File: src/rtl/dbl_pkg.sv
package dbl_pkg;

  typedef enum logic [1:0] {
    MODE_STOP = 2'b00,
    MODE_WARM = 2'b01,
    MODE_DBL  = 2'b10,
    MODE_OSC  = 2'b11
  } dbl_mode_e;

  typedef struct packed {
    dbl_mode_e mode;
    logic      lock_sel;
  } dbl_ctl_s;

  localparam logic [7:0] REV_RESET = 8'h13;

endpackage

File: src/rtl/dbl_bus_decode.sv
module dbl_bus_decode #(
  parameter int          ADDR_W   = 8,
  parameter logic [7:0]  CTL_ADDR = 8'hE8,
  parameter logic [7:0]  REV_ADDR = 8'hE9
) (
  input  logic [ADDR_W-1:0] addr,
  input  logic              wr,
  input  logic              rd,
  output logic              ctl_wr,
  output logic              rev_wr,
  output logic              ctl_rd
);

  localparam logic [ADDR_W-1:0] CTL_A = ADDR_W'(CTL_ADDR);
  localparam logic [ADDR_W-1:0] REV_A = ADDR_W'(REV_ADDR);

  always_comb begin
    ctl_wr = wr && (addr == CTL_A);
    rev_wr = wr && (addr == REV_A);
    ctl_rd = rd && (addr == CTL_A);
  end

endmodule

File: src/rtl/dbl_mode_guard.sv
module dbl_mode_guard
  import dbl_pkg::*;
(
  input  dbl_mode_e cur_mode,
  input  dbl_mode_e req_mode,
  input  logic      ctl_wr,
  input  logic      slow_mode,
  input  logic      osc_stop_req,
  input  logic      dbl_running,
  output logic      accept,
  output logic      enter_warm,
  output logic      grant,
  output logic      violation
);

  logic bad_stop;
  logic bad_slow;
  logic bad_osc;

  always_comb begin
    bad_stop   = ctl_wr && (cur_mode == MODE_DBL) && (req_mode == MODE_STOP);
    bad_slow   = ctl_wr && slow_mode && (req_mode != cur_mode);
    bad_osc    = osc_stop_req && dbl_running;
    accept     = ctl_wr && !bad_stop && !bad_slow;
    enter_warm = accept && (req_mode == MODE_WARM) && (cur_mode != MODE_WARM);
    grant      = osc_stop_req && !dbl_running;
    violation  = bad_stop || bad_slow || bad_osc;
  end

endmodule

File: src/rtl/dbl_lock_timer.sv
module dbl_lock_timer #(
  parameter int LONG_LOG2  = 12,
  parameter int SHORT_LOG2 = 10
) (
  input  logic clk,
  input  logic rst,
  input  logic start,
  input  logic run,
  input  logic short_sel,
  output logic busy
);

  localparam int CNT_W = (LONG_LOG2 > SHORT_LOG2) ? LONG_LOG2 : SHORT_LOG2;

  logic [CNT_W-1:0] cnt;
  logic [CNT_W-1:0] last;

  generate
    if (LONG_LOG2 == CNT_W) begin : g_long_full
      localparam logic [CNT_W-1:0] LONG_LAST  = {CNT_W{1'b1}};
      localparam logic [CNT_W-1:0] SHORT_LAST = CNT_W'((64'd1 << SHORT_LOG2) - 64'd1);
      assign last = short_sel ? SHORT_LAST : LONG_LAST;
    end else begin : g_short_full
      localparam logic [CNT_W-1:0] LONG_LAST  = CNT_W'((64'd1 << LONG_LOG2) - 64'd1);
      localparam logic [CNT_W-1:0] SHORT_LAST = {CNT_W{1'b1}};
      assign last = short_sel ? SHORT_LAST : LONG_LAST;
    end
  endgenerate

  always_ff @(posedge clk) begin
    if (rst) begin
      cnt  <= '0;
      busy <= 1'b0;
    end else if (start) begin
      cnt  <= '0;
      busy <= 1'b1;
    end else if (run && busy) begin
      cnt <= cnt + 1'b1;
      if (cnt == last) begin
        busy <= 1'b0;
      end
    end
  end

endmodule

File: src/rtl/dbl_ctrl.sv
module dbl_ctrl
  import dbl_pkg::*;
#(
  parameter int         ADDR_W     = 8,
  parameter int         DATA_W     = 8,
  parameter logic [7:0] CTL_ADDR   = 8'hE8,
  parameter logic [7:0] REV_ADDR   = 8'hE9,
  parameter int         LONG_LOG2  = 12,
  parameter int         SHORT_LOG2 = 10
) (
  input  logic              clk,
  input  logic              rst,
  input  logic [ADDR_W-1:0] bus_addr,
  input  logic [DATA_W-1:0] bus_wdata,
  input  logic              bus_wr,
  input  logic              bus_rd,
  output logic [DATA_W-1:0] bus_rdata,
  input  logic              slow_mode,
  input  logic              osc_stop_req,
  input  logic              err_clr,
  output logic              dbl_run,
  output logic              lock_cnt_run,
  output logic              sysclk_sel_dbl,
  output logic              lock_busy,
  output logic              osc_stop_grant,
  output logic              seq_err,
  output logic [DATA_W-1:0] rev_trim
);

  localparam int MODE_HI = DATA_W - 1;
  localparam int SEL_BIT = DATA_W - 4;

  dbl_ctl_s  ctl_q;
  dbl_mode_e req_mode;
  dbl_mode_e mode_nxt;
  logic ctl_wr, rev_wr, ctl_rd;
  logic accept, enter_warm, grant, violation;

  assign req_mode = dbl_mode_e'(bus_wdata[MODE_HI -: 2]);

  dbl_bus_decode #(
    .ADDR_W   (ADDR_W),
    .CTL_ADDR (CTL_ADDR),
    .REV_ADDR (REV_ADDR)
  ) u_dec (
    .addr   (bus_addr),
    .wr     (bus_wr),
    .rd     (bus_rd),
    .ctl_wr (ctl_wr),
    .rev_wr (rev_wr),
    .ctl_rd (ctl_rd)
  );

  dbl_mode_guard u_guard (
    .cur_mode     (ctl_q.mode),
    .req_mode     (req_mode),
    .ctl_wr       (ctl_wr),
    .slow_mode    (slow_mode),
    .osc_stop_req (osc_stop_req),
    .dbl_running  (dbl_run),
    .accept       (accept),
    .enter_warm   (enter_warm),
    .grant        (grant),
    .violation    (violation)
  );

  dbl_lock_timer #(
    .LONG_LOG2  (LONG_LOG2),
    .SHORT_LOG2 (SHORT_LOG2)
  ) u_timer (
    .clk       (clk),
    .rst       (rst),
    .start     (enter_warm),
    .run       (ctl_q.mode == MODE_WARM),
    .short_sel (ctl_q.lock_sel),
    .busy      (lock_busy)
  );

  assign mode_nxt = accept ? req_mode : ctl_q.mode;

  always_ff @(posedge clk) begin
    if (rst) begin
      ctl_q          <= '{mode: MODE_STOP, lock_sel: 1'b0};
      dbl_run        <= 1'b0;
      lock_cnt_run   <= 1'b0;
      sysclk_sel_dbl <= 1'b0;
    end else begin
      if (accept) begin
        ctl_q.mode     <= req_mode;
        ctl_q.lock_sel <= bus_wdata[SEL_BIT];
      end
      dbl_run        <= (mode_nxt != MODE_STOP);
      lock_cnt_run   <= (mode_nxt == MODE_WARM);
      sysclk_sel_dbl <= (mode_nxt == MODE_DBL);
    end
  end

  always_ff @(posedge clk) begin
    if (rst) begin
      rev_trim <= DATA_W'(REV_RESET);
    end else if (rev_wr) begin
      rev_trim <= bus_wdata;
    end
  end

  always_ff @(posedge clk) begin
    if (rst) begin
      seq_err        <= 1'b0;
      osc_stop_grant <= 1'b0;
    end else begin
      osc_stop_grant <= grant;
      if (violation) begin
        seq_err <= 1'b1;
      end else if (err_clr) begin
        seq_err <= 1'b0;
      end
    end
  end

  always_ff @(posedge clk) begin
    if (rst) begin
      bus_rdata <= '0;
    end else if (ctl_rd) begin
      bus_rdata <= {ctl_q.mode, lock_busy, ctl_q.lock_sel, {(DATA_W-4){1'b0}}};
    end else begin
      bus_rdata <= '0;
    end
  end

endmodule

File: config.mk
export PLATFORM = sky130hd
export DESIGN_NAME = dbl_ctrl
export DESIGN_NICKNAME = d
export VERILOG_FILES = /design/src/rtl/dbl_pkg.sv /design/src/rtl/dbl_bus_decode.sv /design/src/rtl/dbl_mode_guard.sv /design/src/rtl/dbl_lock_timer.sv /design/src/rtl/dbl_ctrl.sv
export SDC_FILE = /design/constraint.sdc
export NUM_CORES = 1
export LEC_CHECK = 0
export ABC_AREA = 1
export BUFFER_PORTS_ARGS = -buffer_cell sky130_fd_sc_hd__buf_2
export CAP_MARGIN = 0
export CORE_AREA = 5 5 80 74
export CTS_BUF_LIST = sky130_fd_sc_hd__clkbuf_2
export DETAILED_ROUTE_END_ITERATION = 7
export DIE_AREA = 0 0 85 79
export GPL_TIMING_DRIVEN = 0
export PLACE_DENSITY = 0.54
export SLEW_MARGIN = 10
export SYNTH_ARGS = -nofsm -noshare
export SYNTH_HDL_FRONTEND = slang
export SYNTH_SLANG_ARGS = --single-unit
File: constraint.sdc
create_clock -name clk -period 2.67 [get_ports clk]
set_clock_uncertainty 0.15 [all_clocks]
set_input_delay 0.534 -clock clk [delete_from_list [all_inputs] [get_ports clk]]
set_output_delay 0.534 -clock clk [all_outputs]
set_load 0.02 [all_outputs]
After elaboration in Yosys (flattened, before gate mapping):

Cells that the tools add are included.

* mux-type cells: 7
* add/subtract/negate cells: 1
* bitwise logic cells: 1
* eq/ne operators: 10
* reduce and logical (&&, ||, !) cells: 27

Operator list (count)
* 8-bit equality test, second input constant: 2
* 1-bit logical AND: 14
* 12-bit by 1-bit adder with 12-bit output, second input constant: 1
* 12-bit equality test: 1
* 12-bit 2-to-1 mux: 1
* 2-bit nonzero test: 4
* 2-bit by 1-bit equality test with 1-bit output, second input constant: 3
* 1-bit 2-to-1 mux: 5
* 2-bit equality test, second input constant: 2
* 2-bit OR reduction: 2
* 1-bit logical NOT: 3
* 2-bit logical NOT: 1
* 1-bit logical OR: 2
* 2-bit 2-to-1 mux: 1
* 2-bit by 1-bit inequality test with 1-bit output, second input constant: 1
* 2-bit inequality test: 1
* 2-bit AND reduction: 1
* 1-bit NOT: 1

* input bits: 23
* word-level logic and storage cells: 58
* output and inout port bits: 22
* bits in registers: 37

Longest topological paths before layout:

* depth after elaboration: 11
* depth in mapped cells: 10
* depth with buffers taken out: 10

By module:

Synthesis repeated with hierarchy kept, for this count alone.

* cell total of the unflattened synthesis: 218
* area, all modules: 1546.5 um^2

Modules (own cells, without submodules)
* dbl_ctrl: times used 1, sequential area each 400.4 um^2, area each 710.7 um^2, cells an instance 87
* dbl_lock_timer: times used 1, sequential area each 260.2 um^2, area each 649.4 um^2, cells an instance 89
* dbl_mode_guard: times used 1, sequential area each 0.0 um^2, area each 105.1 um^2, cells an instance 22
* dbl_bus_decode: times used 1, sequential area each 0.0 um^2, area each 81.3 um^2, cells an instance 20

Worst setup path before layout:

No wires, ideal clock.

* kind: input -> register
* start point: input port bus_addr[4]
* end point: register u_timer.cnt[4]
* arrival time: 1379 ps
* cell stages on the path: 9
* buffers on the path: 1
* slack: 1024 ps
* library setup time: 117 ps
* required time: 2403 ps
* cell sequence: inv_1 nand2_1 nor2_2 nand2_1 nor2_4 nand4_2 nand2_2 buf_6 nor2_2

* word-level cells in the longest chain between the ends: 10
* elaborated cells on any way between the ends: 13
* classes of those cells: 1 x eq/ne; 12 x reduce/logical

Ends and longest elaborated chain
* from (decl): line dbl_ctrl.sv:13 `input logic [ADDR_W-1:0] bus_addr,`
* 8-bit equality test (*): line dbl_bus_decode.sv:18 `ctl_wr = wr && (addr == CTL_A);`
* 1-bit logical AND (*): line dbl_bus_decode.sv:18
* 1-bit logical AND (2 in series): line dbl_mode_guard.sv:21 `bad_stop = ctl_wr && (cur_mode == MODE_DBL) && (req_mode == MODE_STOP);`
* 1-bit logical NOT: line dbl_mode_guard.sv:24 `accept = ctl_wr && !bad_stop && !bad_slow;`
* 1-bit logical AND: line dbl_mode_guard.sv:24
* 1-bit logical AND (*): line dbl_mode_guard.sv:24
* 1-bit logical AND (*) (2 in series): line dbl_mode_guard.sv:25 `enter_warm = accept && (req_mode == MODE_WARM) && (cur_mode != MODE_WARM);`
* 2-bit OR reduction (no line) (*)
* to (signal assigned): line dbl_lock_timer.sv:38 `cnt <= cnt + 1'b1;`
* to (decl): line dbl_lock_timer.sv:15 `logic [CNT_W-1:0] cnt;`

Every way passes the cells marked *; elsewhere a longest branch is shown, timed or not.
A chain may end at the register's enable or synchronous reset.

Final worst setup path:

* start point: register u_timer.busy
* end point: output port lock_busy

RTL lines
* from (decl): line dbl_lock_timer.sv:10 `output logic busy`
* from (signal assigned): line dbl_lock_timer.sv:33 `busy <= 1'b0;`
* from (signal assigned): line dbl_lock_timer.sv:36 `busy <= 1'b1;`
* from (signal assigned): line dbl_lock_timer.sv:40 `busy <= 1'b0;`
* to (decl): line dbl_ctrl.sv:24 `output logic lock_busy,`

No word-level cell between the ends.

==> qor.csv <==
stage,metric,value,unit
die,Die ar.,6720,um2
die,Die Y,79,um
cts,post_cts resized,0,
finish,Inserted Diodes,0,
finish,final cell utilization of the core,37.6,%
die,DIE WIDTH,85,um
synthesis,Unique masters post-synth,26,
place,Post-Place Setup Slack,0.762,ns
critical_path,crit-path leading delay family,flip-flops,
grt,gr usage total,10.0,%
run_status,run status,finished clean,
pwr,Lkg Pwr,0.902,nW
place,I/O Buffers,40,
cts,Num CTS Buffers,5,
timing,tightest hold margin,0.206,ns
synthesis,Mapped Cells,206,
finish,"Design Area, Final",1900,um2
detailed_routing,vias after detailed routing,1327,
critical_path,Worst R2R Setup Slack,1.12,ns
place,hpwl dp,2520,um
critical_path,Worst Path Max Fanout,4,
die,I/O pin cnt,45,
cts,clock root buffer,clkbuf_2,
finish,fillers,592,
pwr,Overall Power,0.871,mW
synthesis,Synth warnings,0,
grt,pin count of the biggest net entering global routing,11,
critical_path,Worst EP required,1.99,ns
timing,max-slew violations,0,
cts,H-tree Lvls,2,
critical_path,CP Class,reg -> out,
grt,global-route wire length before repair,5330,um
synthesis,cell taking the most area after synthesis,dfxtp_1,
job,Max Cap Viol,0,
pwr,Max VDD drop,0.172,mV
cts,Worst-path clk slew,0.17,ns
grt,vias in the first global route,1229,
finish,Non-Filler Instances,323,
critical_path,critical path's slowest cell,dfxtp_1,
cts,hold_buf cts,0,
critical_path,max incr delay on CP,0.46,ns
detailed_routing,Post-DRT Antenna Nets,0,
timing,Tcrit/Tclk final,64.1,%
die,core area,5070,um2
place,Placed Area,1840,um2
timing,post-layout min period,1.71,ns
synthesis,Post-synth top flop,dfxtp_1,
cts,CTS Buffer Depth,2,
place,gp weighted congestion,0.801,
timing,fmax,585,MHz
place,Cells after DPL,316,
critical_path,crit-path cells,buf_2,
detailed_routing,DR DRC count,0,
timing,RSZ-0062 raised after global routing,false,
critical_path,CP bufs+invs,1,
synthesis,"flops & latches, synth",33,
pwr,Pwr Density,458,nW/um2
grt,initial antenna violation count,0,
worst_hold_path,Hold Crit Class,in -> reg,
cts,Setup Buffers After CTS,0,
grt,grt total ovfl,0,
finish,fin nets,280,
detailed_routing,DR pass1 iterations,6,
synthesis,top cell type's share of synthesized area,42.7,%
finish,Layout area overhead,23.0,%
synthesis,synthesized area per cell,7.51,um2
synthesis,number of synthesized flops with an enable pin,0,
critical_path,critical path arrival,1.03,ns
timing,final setup vio count,0,
detailed_routing,wire length per cell,9.83,um
synthesis,synthesized area,1550,um2
detailed_routing,Total Wirelength,3180,um
detailed_routing,vias per std cell,4.11,
critical_path,CP Launch Type,flop,
timing,"Hold Vio Cnt, Final",0,
die,Initial Util,30.5,%
cts,worst skew pair latency,0.36,ns
cts,clock sinks,33,
detailed_routing,starting DRC count in detailed routing,32,
synthesis,Post-synth ARST share,0,%
timing,Setup WS post-layout,0.960,ns
synthesis,register area share after synthesis,42.7,%
critical_path,Crit. End Element,output pin,
cts,CTS tree,yes,
synthesis,Area contributors post-synth,"dfxtp_1, nand2_1, inv_1",
die,num rows,25,
finish,share of post-route cells with drive strength above 1,30.5,%
timing,setup TNS,0,ns
==> kinds of logic after synthesis <==
kind of cell / synth area share, %
flip-flops: 42.7
other: 0.242
AND/OR/NAND/NOR: 31.1
multiplexers: 0.728
buffers and inverters: 12.7
adder cells (fa/ha/maj): 0.808
XOR/XNOR: 4.53
AO/OA/AOI/OAI: 7.20
==> flip-flops by register name, indices dropped and copies added, names as in the netlist <==
name and count:
rev_trim 8, bus_rdata 4, seq_err 1, lock_cnt_run 1, sysclk_sel_dbl 1, ctl_q 3
u_timer.busy 1, dbl_run 1, u_timer.cnt 12, osc_stop_grant 1
==> routing by layer <==
metal  GRT usage (%)  up-vias  wire, um
met3            3.22        4       183
met1            12.4      569      1570
met2            15.8       32      1370
li1                -      722         -
met5               0        -         0
met4            4.75        0        53
==> Yosys cell counts (3+ instances only) <==
cell	number
a21oi_1	8
buf_4	4
dfxtp_1	33
inv_1	39
nand2_1	40
nand2_2	6
nand3_1	12
nand4_1	4
nor2_1	16
nor2_2	11
nor2_4	4
o211ai_1	3
o21ai_0	7
xnor2_1	3
xor2_1	5
==> cell usage in the layout, fill, tap and decap left out <==
master,count
inv_2,1
nor3_1,1
nand4_2,1
nor2_1,16
inv_1,39
nand3_4,1
xnor2_1,3
conb_1,4
nor2_2,11
buf_2,41
clkinv_2,1
xor2_1,5
nor2_4,4
nand4_1,4
buf_6,1
nand3_1,12
ha_1,1
bufinv_16,1
o211ai_1,3
nand2_2,6
o21ai_0,7
a21oi_1,8
mux2_2,1
clkbuf_2,5
o21bai_1,1
nand2_1,40
a31oi_1,1
buf_4,4
dfxtp_1,33
==> path summary, 6_finish.rpt <==
check / end / startpoint / depth (start not counted)
min reg2reg: rev_trim[2]$_SDFFE_PP0P_ / rev_trim[2]$_SDFFE_PP0P_ / 2
min: seq_err$_SDFFE_PP0P_ / rst / 2
max: lock_busy / u_timer.busy$_SDFFE_PP0P_ / 1
max reg2reg: u_timer.cnt[10]$_SDFFE_PP0P_ / ctl_q[2]$_SDFFE_PP0N_ / 7
==> cell type report <==
cell class	instances	area, um2	share of cell area [%]
Multi-Input combinational cell	130	702	36.9
Sequential cell	33	661	34.7
Timing Repair Buffer	40	200	10.5
Inverter	40	150	7.89
Tap cell	67	83.8	4.40
Buffer	6	46.3	2.43
Clock inverter	2	35.0	1.84
Clock buffer	5	25.0	1.31
==> report_power, final <==
part,switching (mW),internal (mW)
clock network,0.164,0.152
logic,0.0360,0.0247
registers,0.000388,0.494
total,0.200,0.671
Note: power is estimated with default switching activity, not from simulation.
